## src/rtl/msr_pkg.sv

```systemverilog
package msr_pkg;

    localparam int unsigned STORE_BITS_MAX = 9216;
    localparam int unsigned BUS_BITS_MAX   = 36;

    function automatic int unsigned addr_bits(input int unsigned depth);
        return (depth > 1) ? $clog2(depth) : 1;
    endfunction

endpackage

```

## src/rtl/msr_store.sv

```systemverilog
module msr_store #(
    parameter int unsigned WIDTH = 8,
    parameter int unsigned DEPTH = 4,
    parameter int unsigned AW    = 2
) (
    input  logic             clk,
    input  logic             rst,
    input  logic             wr_en,
    input  logic [AW-1:0]    wr_addr,
    input  logic [WIDTH-1:0] wr_data,
    input  logic             rd_en,
    input  logic [AW-1:0]    rd_addr,
    output logic [WIDTH-1:0] rd_data
);

    logic [WIDTH-1:0] mem [DEPTH];
    logic [WIDTH-1:0] rd_d, rd_q;

    // a pending write to the word being read is forwarded
    always_comb begin
        rd_d = rd_q;
        if (rd_en) begin
            rd_d = (wr_en && (wr_addr == rd_addr)) ? wr_data : mem[rd_addr];
        end
    end

    always_ff @(posedge clk) begin
        if (wr_en) begin
            mem[wr_addr] <= wr_data;
        end
        rd_q <= rd_d;
    end

    assign rd_data = rd_q;

    a_r6_write_in_range: assert property (@(posedge clk) disable iff (rst)
        wr_en |-> (int'(wr_addr) < int'(DEPTH)));

    a_r6_read_in_range: assert property (@(posedge clk) disable iff (rst)
        rd_en |-> (int'(rd_addr) < int'(DEPTH)));

endmodule

```

## src/rtl/msr_seq.sv

```systemverilog
module msr_seq #(
    parameter int unsigned W  = 8,
    parameter int unsigned M  = 4,
    parameter int unsigned N  = 2,
    parameter int unsigned AW = 2
) (
    input  logic            clk,
    input  logic            rst,
    input  logic            shift_en,
    input  logic [W-1:0]    sample_in,
    input  logic [W*N-1:0]  rd_data,
    output logic            rd_en,
    output logic [AW-1:0]   rd_addr,
    output logic            wr_en,
    output logic [AW-1:0]   wr_addr,
    output logic [W*N-1:0]  wr_data,
    output logic [W*N-1:0]  taps_o,
    output logic            valid_o
);

    localparam int unsigned D  = M * N;
    localparam int unsigned FW = $clog2(D + 1);
    localparam int unsigned BW = W * N;

    typedef struct packed {
        logic [AW-1:0] wp;
        logic [FW-1:0] fill;
        logic          valid;
        logic          pend;
        logic [AW-1:0] paddr;
        logic [W-1:0]  samp;
    } seq_t;

    seq_t s_d, s_q;

    always_comb begin
        s_d      = s_q;
        s_d.pend = 1'b0;
        if (shift_en) begin
            s_d.pend  = 1'b1;
            s_d.paddr = s_q.wp;
            s_d.samp  = sample_in;
            s_d.wp    = (s_q.wp == AW'(M - 1)) ? '0 : s_q.wp + 1'b1;
            if (s_q.fill != FW'(D)) begin
                s_d.fill = s_q.fill + 1'b1;
            end else begin
                s_d.valid = 1'b1;
            end
        end
        if (rst) begin
            s_d.wp    = '0;
            s_d.fill  = '0;
            s_d.valid = 1'b0;
            s_d.pend  = 1'b0;
        end
    end

    always_ff @(posedge clk) begin
        s_q <= s_d;
    end

    // word for ring slot: previous taps moved up one field, newest sample at the bottom
    generate
        if (N == 1) begin : g_single
            assign wr_data = s_q.samp;
        end else begin : g_multi
            assign wr_data = {rd_data[BW-W-1:0], s_q.samp};
        end
    endgenerate

    assign rd_en   = shift_en;
    assign rd_addr = s_q.wp;
    assign wr_en   = s_q.pend;
    assign wr_addr = s_q.paddr;
    assign taps_o  = s_q.valid ? rd_data : '0;
    assign valid_o = s_q.valid;

    a_r1_reset_state: assert property (@(posedge clk) disable iff (rst)
        $past(rst) |-> (s_q.wp == '0 && !s_q.valid && s_q.fill == '0 && taps_o == '0));

    a_r3_idle_hold: assert property (@(posedge clk) disable iff (rst)
        (!shift_en) |=> ($stable(taps_o) && $stable(valid_o) && $stable(s_q.wp)));

    a_r4_fill_limit: assert property (@(posedge clk) disable iff (rst)
        int'(s_q.fill) <= int'(D));

    a_r4_valid_onset: assert property (@(posedge clk) disable iff (rst)
        $rose(s_q.valid) |-> ($past(shift_en) && $past(s_q.fill) == FW'(D)));

    a_r2_ptr_range: assert property (@(posedge clk) disable iff (rst)
        int'(s_q.wp) < int'(M));

endmodule

```

## src/rtl/msr_outstage.sv

```systemverilog
module msr_outstage #(
    parameter int unsigned BW      = 8,
    parameter bit          OUT_REG = 1'b0
) (
    input  logic          clk,
    input  logic          rst,
    input  logic [BW-1:0] taps_i,
    input  logic          valid_i,
    output logic [BW-1:0] taps_o,
    output logic          valid_o
);

    generate
        if (OUT_REG) begin : g_reg
            typedef struct packed {
                logic [BW-1:0] taps;
                logic          valid;
            } os_t;

            os_t o_d, o_q;

            always_comb begin
                o_d.taps  = taps_i;
                o_d.valid = valid_i;
                if (rst) begin
                    o_d = '0;
                end
            end

            always_ff @(posedge clk) begin
                o_q <= o_d;
            end

            assign taps_o  = o_q.taps;
            assign valid_o = o_q.valid;

            a_r5_one_clock: assert property (@(posedge clk) disable iff (rst)
                !$past(rst) |-> (taps_o == $past(taps_i) && valid_o == $past(valid_i)));
        end else begin : g_pass
            assign taps_o  = taps_i;
            assign valid_o = valid_i;
        end
    endgenerate

endmodule

```

## src/rtl/mem_tap_delay.sv

```systemverilog
module mem_tap_delay #(
    parameter int unsigned W       = 8,
    parameter int unsigned M       = 4,
    parameter int unsigned N       = 2,
    parameter bit          OUT_REG = 1'b0
) (
    input  logic           clk,
    input  logic           rst,
    input  logic           shift_en,
    input  logic [W-1:0]   sample_in,
    output logic [W*N-1:0] taps_out,
    output logic           taps_valid
);

    localparam int unsigned BW = W * N;
    localparam int unsigned AW = msr_pkg::addr_bits(M);

    generate
        if (W * M * N > msr_pkg::STORE_BITS_MAX) begin : g_too_deep
            $error("delay line storage W*M*N exceeds the RAM capacity");
        end
        if (BW > msr_pkg::BUS_BITS_MAX) begin : g_too_wide
            $error("tap bus W*N exceeds the RAM word width");
        end
        if (W == 0 || M == 0 || N == 0) begin : g_empty
            $error("W, M and N must all be at least one");
        end
    endgenerate

    logic          rd_en, wr_en;
    logic [AW-1:0] rd_addr, wr_addr;
    logic [BW-1:0] rd_data, wr_data, taps_raw;
    logic          valid_raw;

    msr_seq #(.W(W), .M(M), .N(N), .AW(AW)) u_seq (
        .clk       (clk),
        .rst       (rst),
        .shift_en  (shift_en),
        .sample_in (sample_in),
        .rd_data   (rd_data),
        .rd_en     (rd_en),
        .rd_addr   (rd_addr),
        .wr_en     (wr_en),
        .wr_addr   (wr_addr),
        .wr_data   (wr_data),
        .taps_o    (taps_raw),
        .valid_o   (valid_raw)
    );

    msr_store #(.WIDTH(BW), .DEPTH(M), .AW(AW)) u_store (
        .clk     (clk),
        .rst     (rst),
        .wr_en   (wr_en),
        .wr_addr (wr_addr),
        .wr_data (wr_data),
        .rd_en   (rd_en),
        .rd_addr (rd_addr),
        .rd_data (rd_data)
    );

    msr_outstage #(.BW(BW), .OUT_REG(OUT_REG)) u_out (
        .clk     (clk),
        .rst     (rst),
        .taps_i  (taps_raw),
        .valid_i (valid_raw),
        .taps_o  (taps_out),
        .valid_o (taps_valid)
    );

endmodule

```

## config.mk

```make
export PLATFORM = sky130hd
export DESIGN_NAME = mem_tap_delay
export DESIGN_NICKNAME = d
export VERILOG_FILES = /design/src/rtl/msr_pkg.sv /design/src/rtl/msr_store.sv /design/src/rtl/msr_seq.sv /design/src/rtl/msr_outstage.sv /design/src/rtl/mem_tap_delay.sv
export SDC_FILE = /design/constraint.sdc
export NUM_CORES = 1
export LEC_CHECK = 0
export BUFFER_PORTS_ARGS = -buffer_cell sky130_fd_sc_hd__buf_4
export CAP_MARGIN = 20
export CORE_ASPECT_RATIO = 1.2
export CORE_MARGIN = 10
export CORE_UTILIZATION = 30
export CTS_CLUSTER_SIZE = 10
export DETAILED_ROUTE_END_ITERATION = 6
export GPL_ROUTABILITY_DRIVEN = 0
export PLACE_DENSITY_LB_ADDON = 0.08
export RECOVER_POWER = 100
export REMOVE_ABC_BUFFERS = 1
export SKIP_CTS_REPAIR_TIMING = 1
export SYNTH_ARGS = -nofsm -noshare
export SYNTH_HDL_FRONTEND = slang
export SYNTH_SLANG_ARGS = --single-unit
```

## constraint.sdc

```tcl
create_clock -name clk -period 2.16 [get_ports clk]
set_input_delay 0.108 -clock clk [delete_from_list [all_inputs] [get_ports clk]]
set_output_delay 0.108 -clock clk [all_outputs]
set_load 0.01 [all_outputs]
```

== After elaboration in Yosys (flattened, before gate mapping) ==
Memories as Yosys holds them, arrays and structs flattened. A register that Yosys moved wholly into a read port is not among the register bits.
Index checks and enable logic that the tools add are counted.
Widths: inputs -> output; s select.

* Bits in registers: 18
* RAM bits: 64
* Word-level logic and storage cells: 19
* Memories: 1

* $add $sub $neg: 2
* Equality and inequality tests: 2
* Muxes and demuxes: 5
* Bitwise operators: 1
* Reductions and logical operators: 2

{| class="wikitable"
|+ Memory list
! memory !! depth !! width !! rd ports !! clocked after Yosys merged registers in !! wr ports !! line !! source
|-
| u_store.mem || 4 || 16 || 1 || 1 || 1 || msr_store.sv:16 || <nowiki>logic [WIDTH-1:0] mem [DEPTH];</nowiki>
|}

{| class="wikitable"
|+ Operator list
! cell !! number
|-
| $mux 16 || 1
|-
| $mux 11 || 1
|-
| $add 4x1->4 const B || 1
|-
| $ne 4x4->1 const B || 1
|-
| $reduce_and 2->1 || 2
|-
| $add 2x1->2 const B || 1
|-
| $eq 2x2->1 const B || 1
|-
| $mux 1 || 2
|-
| $mux 2 || 1
|-
| $not 1->1 || 1
|}

== Logic depth before layout (Yosys ltp) ==
Gate-level depths: netlist of the first run.

* Word-level depth: 3
* Gate-level depth with buffers: 5

== By module ==
From an unflattened synthesis of the first run, not the netlist that was laid out.

* Cells, all modules: 229
* Area total of the unflattened synthesis: 4164.0 um^2

{| class="wikitable"
|+ Modules (own cells, without submodules)
! module !! instances !! cells an instance !! area an instance (um^2) !! sequential area each (um^2)
|-
| msr_store || 1 || 125 || 3113.0 || 2402.3
|-
| msr_seq || 1 || 87 || 923.4 || 460.4
|-
| msr_outstage || 1 || 17 || 127.6 || 0.0
|}

== Worst setup path before layout of the first run ==
No wires, ideal clock.

* Path kind: reg-to-reg
* Start point: register u_seq.s_q, in the netlist u_seq.wr_addr[0]
* End point: memory u_store.mem[0][0] (netlist name) (enable)
* Library setup time: 0.413 ns
* Data arrival time: 1.712 ns
* Required time: 1.747 ns
* Slack: 0.035 ns
* Stages on the path, launching flop included: 2
* Path buffers: 0
* Period minus slack after synthesis: 2.125 ns
* Cell sequence: edfxtp_1 -> nor3b_1

{| class="wikitable"
|+ RTL lines
! what !! line !! source
|-
| start, declared || msr_seq.sv:34 || <nowiki>seq_t s_d, s_q;</nowiki>
|-
| start signal, assigned || msr_seq.sv:59 || <nowiki>s_q <= s_d;</nowiki>
|-
| end, declared || msr_store.sv:16 ||
|}

Straight into the memory's write port.

==> results.sh, run 1 <==
export IMPL_worst_setup_path_type="register to register"
export IMPL_utilization_pct=36.7
export IMPL_hold_class="register to register"
export IMPL_rsz0062_at_grt="no"
export IMPL_finalInstanceArea_um2=4650
export IMPL_vias=1854
export IMPL_grt_pass1_vias=2093
export IMPL_cts_buffers=9
export IMPL_power_mw=4.04
export IMPL_wl_met2_um=3720
export IMPL_drt_wirelength_per_cell_um=18.0
export IMPL_top_layer="met4"
export IMPL_firstDrtPassIters=4
export IMPL_place_area_um2=4340
export IMPL_antenna_found_initial=0
export IMPL_num_io_pins=28
export IMPL_nets=258
export IMPL_grt_total_usage_pct=9.04
export IMPL_yosysWarnings=0
export IMPL_worstPathRequired_ns=2.25
export IMPL_totalWireLength_um=7420
export IMPL_status="completed"
export IMPL_slew_violations=0
export IMPL_critPathLaunch="u_seq.rd_addr[0]$_SDFFE_PP0P_"
export IMPL_path_clk_slew_ns=0.07
export IMPL_grt_pass1_wl_um=11900
export IMPL_synth_xor_area_share_pct=0.679
export IMPL_portBuffers=27
export IMPL_final_hold_viol_count=0
export IMPL_htreeDepth=3
export IMPL_synth_area_mux_share_pct=16.0
export IMPL_max_freq_mhz=540
export IMPL_period_needed_ns=1.85
export IMPL_wl_met3_um=302
export IMPL_overflow=0
export IMPL_fin_ws_ns=0.309
export IMPL_min_from="u_seq.s_q[14]$_SDFFE_PP0P_"
export IMPL_synth_adder_area_share_pct=0.970
export IMPL_finClkSkew_ns=0.00628
export IMPL_synth_edf_count=90
export IMPL_power_leakage_nw=1.58
export IMPL_crit_arrival_ns=1.94
export IMPL_synthCells=191
export IMPL_setup_tns_ns=0
export IMPL_drc=0
export IMPL_worst_pin_slew_ns=0.980
export IMPL_dp_cells=388
export IMPL_cp_max_fo=12
export IMPL_final_cells=413
export IMPL_cts_buffer_depth=2
export IMPL_cts_sinks=98
export IMPL_synth_distinct_cells=28
export IMPL_min_period_over_period_pct=85.7
export IMPL_postRouteAntennaNets=0
export IMPL_start_util_pct=30.5
export IMPL_cts_root_buf="clkbuf_16"
export IMPL_p_per_area_nw_per_um2=868
export IMPL_start_kind="register"
export IMPL_dpl_hpwl_um=4750
export IMPL_synth_flop_cell="edfxtp_1"
export IMPL_drtIter0Drc=73
export IMPL_async_flop_share_pct=0
export IMPL_die_w_um=124
export IMPL_synth_seq_cells=98
export IMPL_synth_compound_area_share_pct=1.13
export IMPL_ir_drop_uv=399
export IMPL_clock_latency_ns=0.33
export IMPL_synth_simple_gate_area_share_pct=5.33
export IMPL_critPathCaptureType="register"
export IMPL_cap_violations=0
export IMPL_setup_viol=0
export IMPL_die_area_um2=17900
export IMPL_hold_worst_slack_ns=0.503
export IMPL_syn_avg_cell_area_um2=20.3
export IMPL_antenna_cells=0
export IMPL_syn2layout_area_growth_pct=20.2
export IMPL_die_y_um=144
export IMPL_place_ws_ns=0.450
export IMPL_wl_met1_um=3280
export IMPL_cts_tree="built"
export IMPL_grt_max_degree=35
export IMPL_synth_top_family_by_area="multiplexers"
export IMPL_layout_drive_gt1_share_pct=24.1
export IMPL_reg2reg_from="u_seq.rd_addr[0]$_SDFFE_PP0P_"
export IMPL_ys_seq_area_share_pct=74.0
export IMPL_vias_per_cell=4.49
export IMPL_slew_headroom_pct=34.7
export IMPL_placeableCoreArea_um2=12700
export IMPL_row_count=45
export IMPL_syn_area_um2=3870
## power breakdown
group	switching, mW	total (mW)	internal [mW]
Sequential	0.0550	2.23	2.18
Clock	0.624	1.58	0.952
Combinational	0.104	0.228	0.124
Total	0.782	4.04	3.26
## state kept, by name, indices dropped and copies added (netlist names)
name / flops
u_seq.wr_addr: 2
u_seq.wr_en: 1
u_seq.wr_data: 8
u_seq.s_q: 4
u_seq.rd_addr: 2
u_store.mem: 64
u_store.rd_data: 16
u_seq.valid_o: 1
## logic make-up after synthesis
family,count (synthesis)
fa+ha+maj,3
compound gates,8
flops,98
xor+xnor,3
buf+inv,11
simple gates,35
mux,33
## layout make-up
class | instances | area [µm²]
Tap cell | 164 | 205
Inverter | 3 | 11.3
Timing Repair Buffer | 50 | 353
Clock inverter | 1 | 5.00
Fill cell | 1208 | 8020
Multi-Input combinational cell | 82 | 915
Sequential cell | 98 | 2860
Clock buffer | 15 | 300
## cells in the mapped netlist (all sizes together) (2+ instances only)
cell type | number | area [µm²]
dfxtp | 8 | 160
buf | 5 | 52.6
mux4 | 16 | 390
a21oi | 5 | 25.0
nand2 | 3 | 11.3
and2 | 16 | 100
nor2 | 6 | 22.5
nand3 | 3 | 20.0
mux2 | 16 | 218
inv | 3 | 11.3
nor3b | 2 | 15.0
and3b | 2 | 17.5
xnor2 | 2 | 17.5
o21ai | 2 | 10.0
ha | 3 | 37.5
edfxtp | 90 | 2700
clkbuf | 3 | 11.3
## worst max-delay path, stage by stage, from the launching register on
cell	delay (ns)
dfxtp_1	0.33
clkbuf_2	0.39
mux4_1	0.62
mux2_4	0.27
## layer usage
| layer | GRT usage (%) | up-vias |
|---|---|---|
| met4 | 4.73 | 0 |
| met2 | 14.9 | 34 |
| li1 | - | 863 |
| met3 | 2.26 | 12 |
| met5 | 0 | - |
| met1 | 10.6 | 945 |
## final timing paths
check,end,slack (ns),depth (start not counted)
worst min-delay path,u_seq.s_q[14]$_SDFFE_PP0P_,0.50,2
worst min register to register,u_seq.s_q[14]$_SDFFE_PP0P_,0.50,2
worst max-delay path,u_store.rd_data[11]$_DFFE_PP_,0.31,3
worst max register to register,u_store.rd_data[11]$_DFFE_PP_,0.31,3
## cell usage in the layout (no fill, tap or decap), types with 6 or more instances in the layout
| cell | count |
|---|---|
| clkbuf_16 | 11 |
| clkbuf_1 | 17 |
| buf_4 | 16 |
| mux4_1 | 8 |
| mux2_2 | 6 |
| dfxtp_1 | 8 |
| and2_0 | 12 |
| nor2_1 | 6 |
| edfxtp_1 | 90 |
| clkbuf_4 | 8 |
| dlygate4sd3_1 | 9 |
| mux2_1 | 6 |
| mux4_2 | 8 |
(Power assumes the default switching activity.)
==> run 2: changes to the inputs <==
- ABC_AREA: not set -> 1
==> run 2 against run 1 <==
The flow now finishes with violations (max-capacitance violations, max-slew violations). Critical endpoint is now u_store.rd_data[15]$_DFFE_PP_. Clock power shrank 3%. Highest routed layer unchanged. Cell count grew 56%. Sequential cell count is the same.
==> results.sh, run 2 <==
export IMPL_firstDrtPassIters=4
export IMPL_path_common_cell="clkbuf_1"
export IMPL_syn2layout_area_growth_pct=16.4
export IMPL_worst_path_buf_inv=2
export IMPL_violations="max-capacitance violations, max-slew violations"
export IMPL_grt_pass1_wl_um=14900
export IMPL_start_util_pct=30.8
export IMPL_slowest_stage="clkbuf_1"
export IMPL_whs_path_depth=2
export IMPL_fillers=1442
export IMPL_overflow=0
export IMPL_synth_commonest_cells="nand2_1 (137), edfxtp_1 (90), inv_1 (90), nand3_1 (54), buf_2 (9)"
export IMPL_postRouteAntennaNets=0
export IMPL_final_cell_mix="nand2_1 (139), inv_1 (90), edfxtp_1 (90), nand3_1 (54), clkbuf_1 (25)"
export IMPL_die_w_um=129
export IMPL_final_hold_viol_count=0
export IMPL_yosysWarnings=0
export IMPL_period_needed_ns=1.77
export IMPL_min_from="u_seq.valid_o$_SDFFE_PP0P_"
export IMPL_path_clk_slew_ns=0.07
export IMPL_critPathLaunch="shift_en"
export IMPL_whs_endpoint="u_seq.valid_o$_SDFFE_PP0P_"
export IMPL_path_depth=2
export IMPL_htreeDepth=3
export IMPL_cts_tree="built"
export IMPL_syn_area_um2=4280
export IMPL_cp_max_fo=27
export IMPL_finalInstanceArea_um2=4980
export IMPL_drt_wirelength_per_cell_um=14.3
export IMPL_setup_viol=0
export IMPL_die_y_um=151
export IMPL_rsz0062_at_grt="no"
export IMPL_cts_sinks=98
export IMPL_drtIter0Drc=149
export IMPL_start_kind="input pin"
export IMPL_async_flop_share_pct=0
export IMPL_cts_root_buf="clkbuf_16"
export IMPL_worstPathRequired_ns=2.13
export IMPL_vias=2743
export IMPL_ys_seq_area_share_pct=66.9
export IMPL_p_per_area_nw_per_um2=829
export IMPL_slew_violations=28
export IMPL_status="finished, violations left"
export IMPL_worst_pin_slew_ns=1.55
export IMPL_placeableCoreArea_um2=13900
export IMPL_ir_drop_uv=297
export IMPL_hold_class="register to register"
export IMPL_place_area_um2=4720
export IMPL_syn_avg_cell_area_um2=10.1
export IMPL_synth_area_leaders="edfxtp_1 (63%), nand2_1 (12%), inv_1 (7.9%)"
export IMPL_num_io_pins=28
export IMPL_portBuffers=27
export IMPL_cap_violations=1
export IMPL_multi_input_area_um2=977
export IMPL_synth_flop_cell="edfxtp_1"
export IMPL_max_freq_mhz=564
export IMPL_rr_endpoint="u_store.mem[0][2]$_DFFE_PP_"
export IMPL_power_leakage_nw=2.26
export IMPL_critPathCaptureType="register"
export IMPL_synthCells=424
export IMPL_totalWireLength_um=9200
export IMPL_critPathMaxStageDelay_ns=1.10
export IMPL_reg2reg_from="u_seq.wr_addr[0]$_DFFE_PP_"
export IMPL_synth_seq_cells=98
export IMPL_crit_arrival_ns=1.74
export IMPL_finClkSkew_ns=0.00642
export IMPL_grt_max_degree=37
export IMPL_worst_setup_path_type="input pin to register"
export IMPL_synth_edf_count=90
export IMPL_layout_area_seq_um2=2860
export IMPL_vias_per_cell=4.26
export IMPL_final_common_cell="nand2_1"
export IMPL_synth_top_cell_by_area="edfxtp_1"
export IMPL_largest_register="u_store.mem"
export IMPL_critPathTopFamily="buffers and inverters"
export IMPL_largest_register_ffs=64
export IMPL_antenna_cells=0
export IMPL_grt_total_usage_pct=10.1
export IMPL_slew_headroom_pct=-3.60
export IMPL_crit_chain="clkbuf_1 > clkbuf_1"
export IMPL_row_count=47
export IMPL_antenna_found_initial=0
export IMPL_layout_drive_gt1_share_pct=7.82
export IMPL_setup_tns_ns=0
export IMPL_drc=0
export IMPL_min_period_over_period_pct=82.1
export IMPL_timing_reg2reg_setup_slack_ns=0.40
export IMPL_clock_latency_ns=0.33
export IMPL_die_area_um2=19500
export IMPL_synth_top_area_share_pct=63.2
export IMPL_cts_buffer_depth=2
export IMPL_nets=482
export IMPL_grt_pass1_vias=2718
export IMPL_synth_distinct_cells=22
export IMPL_dpl_hpwl_um=5810
export IMPL_yosysMostFrequentCell="nand2_1"
export IMPL_rr_worst_depth=2
export IMPL_cts_buffers=9
-- run 2: metrics by stage --
| step | worst slack (ns) | instances | hold slack [ns] | utilization [%] | total power, mW |
|---|---|---|---|---|---|
| after floorplan | 0.0643 | 408 | 0.177 | - | 2.49 |
| after global placement | 0.556 | 619 | 0.286 | 34.0 | 2.63 |
| after detailed placement | 0.514 | 619 | 0.287 | 34.0 | 2.64 |
| after CTS | 0.499 | 635 | -0.0686 | 36.0 | 4.18 |
| after global routing | 0.237 | 644 | 0.515 | 35.9 | 4.32 |
| final | 0.386 | 644 | 0.496 | 35.9 | 4.13 |
-- run 2: cell type report --
class	instances	area share (%)
clock buffer	12	4.75
clock inverter	4	0.854
inverter	92	6.98
multi-input combinational	218	19.6
sequential	98	57.5
tap	171	4.30
timing repair buffer	49	6.03
-- run 2: logic make-up (layout without fill, tap and decap cells) --
| logic type | count (synthesis) | after routing | synth area share, % |
|---|---|---|---|
| AO/OA/AOI/OAI | 7 | 7 | 1.08 |
| adder cells (fa/ha/maj) | 3 | 3 | 0.877 |
| AND/OR/NAND/NOR | 208 | 208 | 21.0 |
| buffers and inverters | 108 | 157 | 10.1 |
| flip-flops | 98 | 98 | 66.9 |
-- run 2: how the worst max path moves through the flow --
stage / to
2_1_floorplan: u_store.rd_data[0]$_DFFE_PP_
3_3_place_gp: u_store.mem[0][4]$_DFFE_PP_
3_5_place_dp: u_store.mem[0][4]$_DFFE_PP_
4_1_cts: u_store.mem[0][2]$_DFFE_PP_
5_1_grt: u_store.rd_data[15]$_DFFE_PP_
6_report: u_store.rd_data[15]$_DFFE_PP_
-- run 2: routing by layer --
layer	track usage, %	share of wire, %
met1	11.6	46
met2	17.5	49
met3	2.45	3.3
met4	4.16	1.5
met5	0	0
-- run 2: report_power, final --
part | switching [mW] | internal [mW]
logic | 0.214 | 0.111
clock network | 0.649 | 0.890
registers | 0.0695 | 2.20
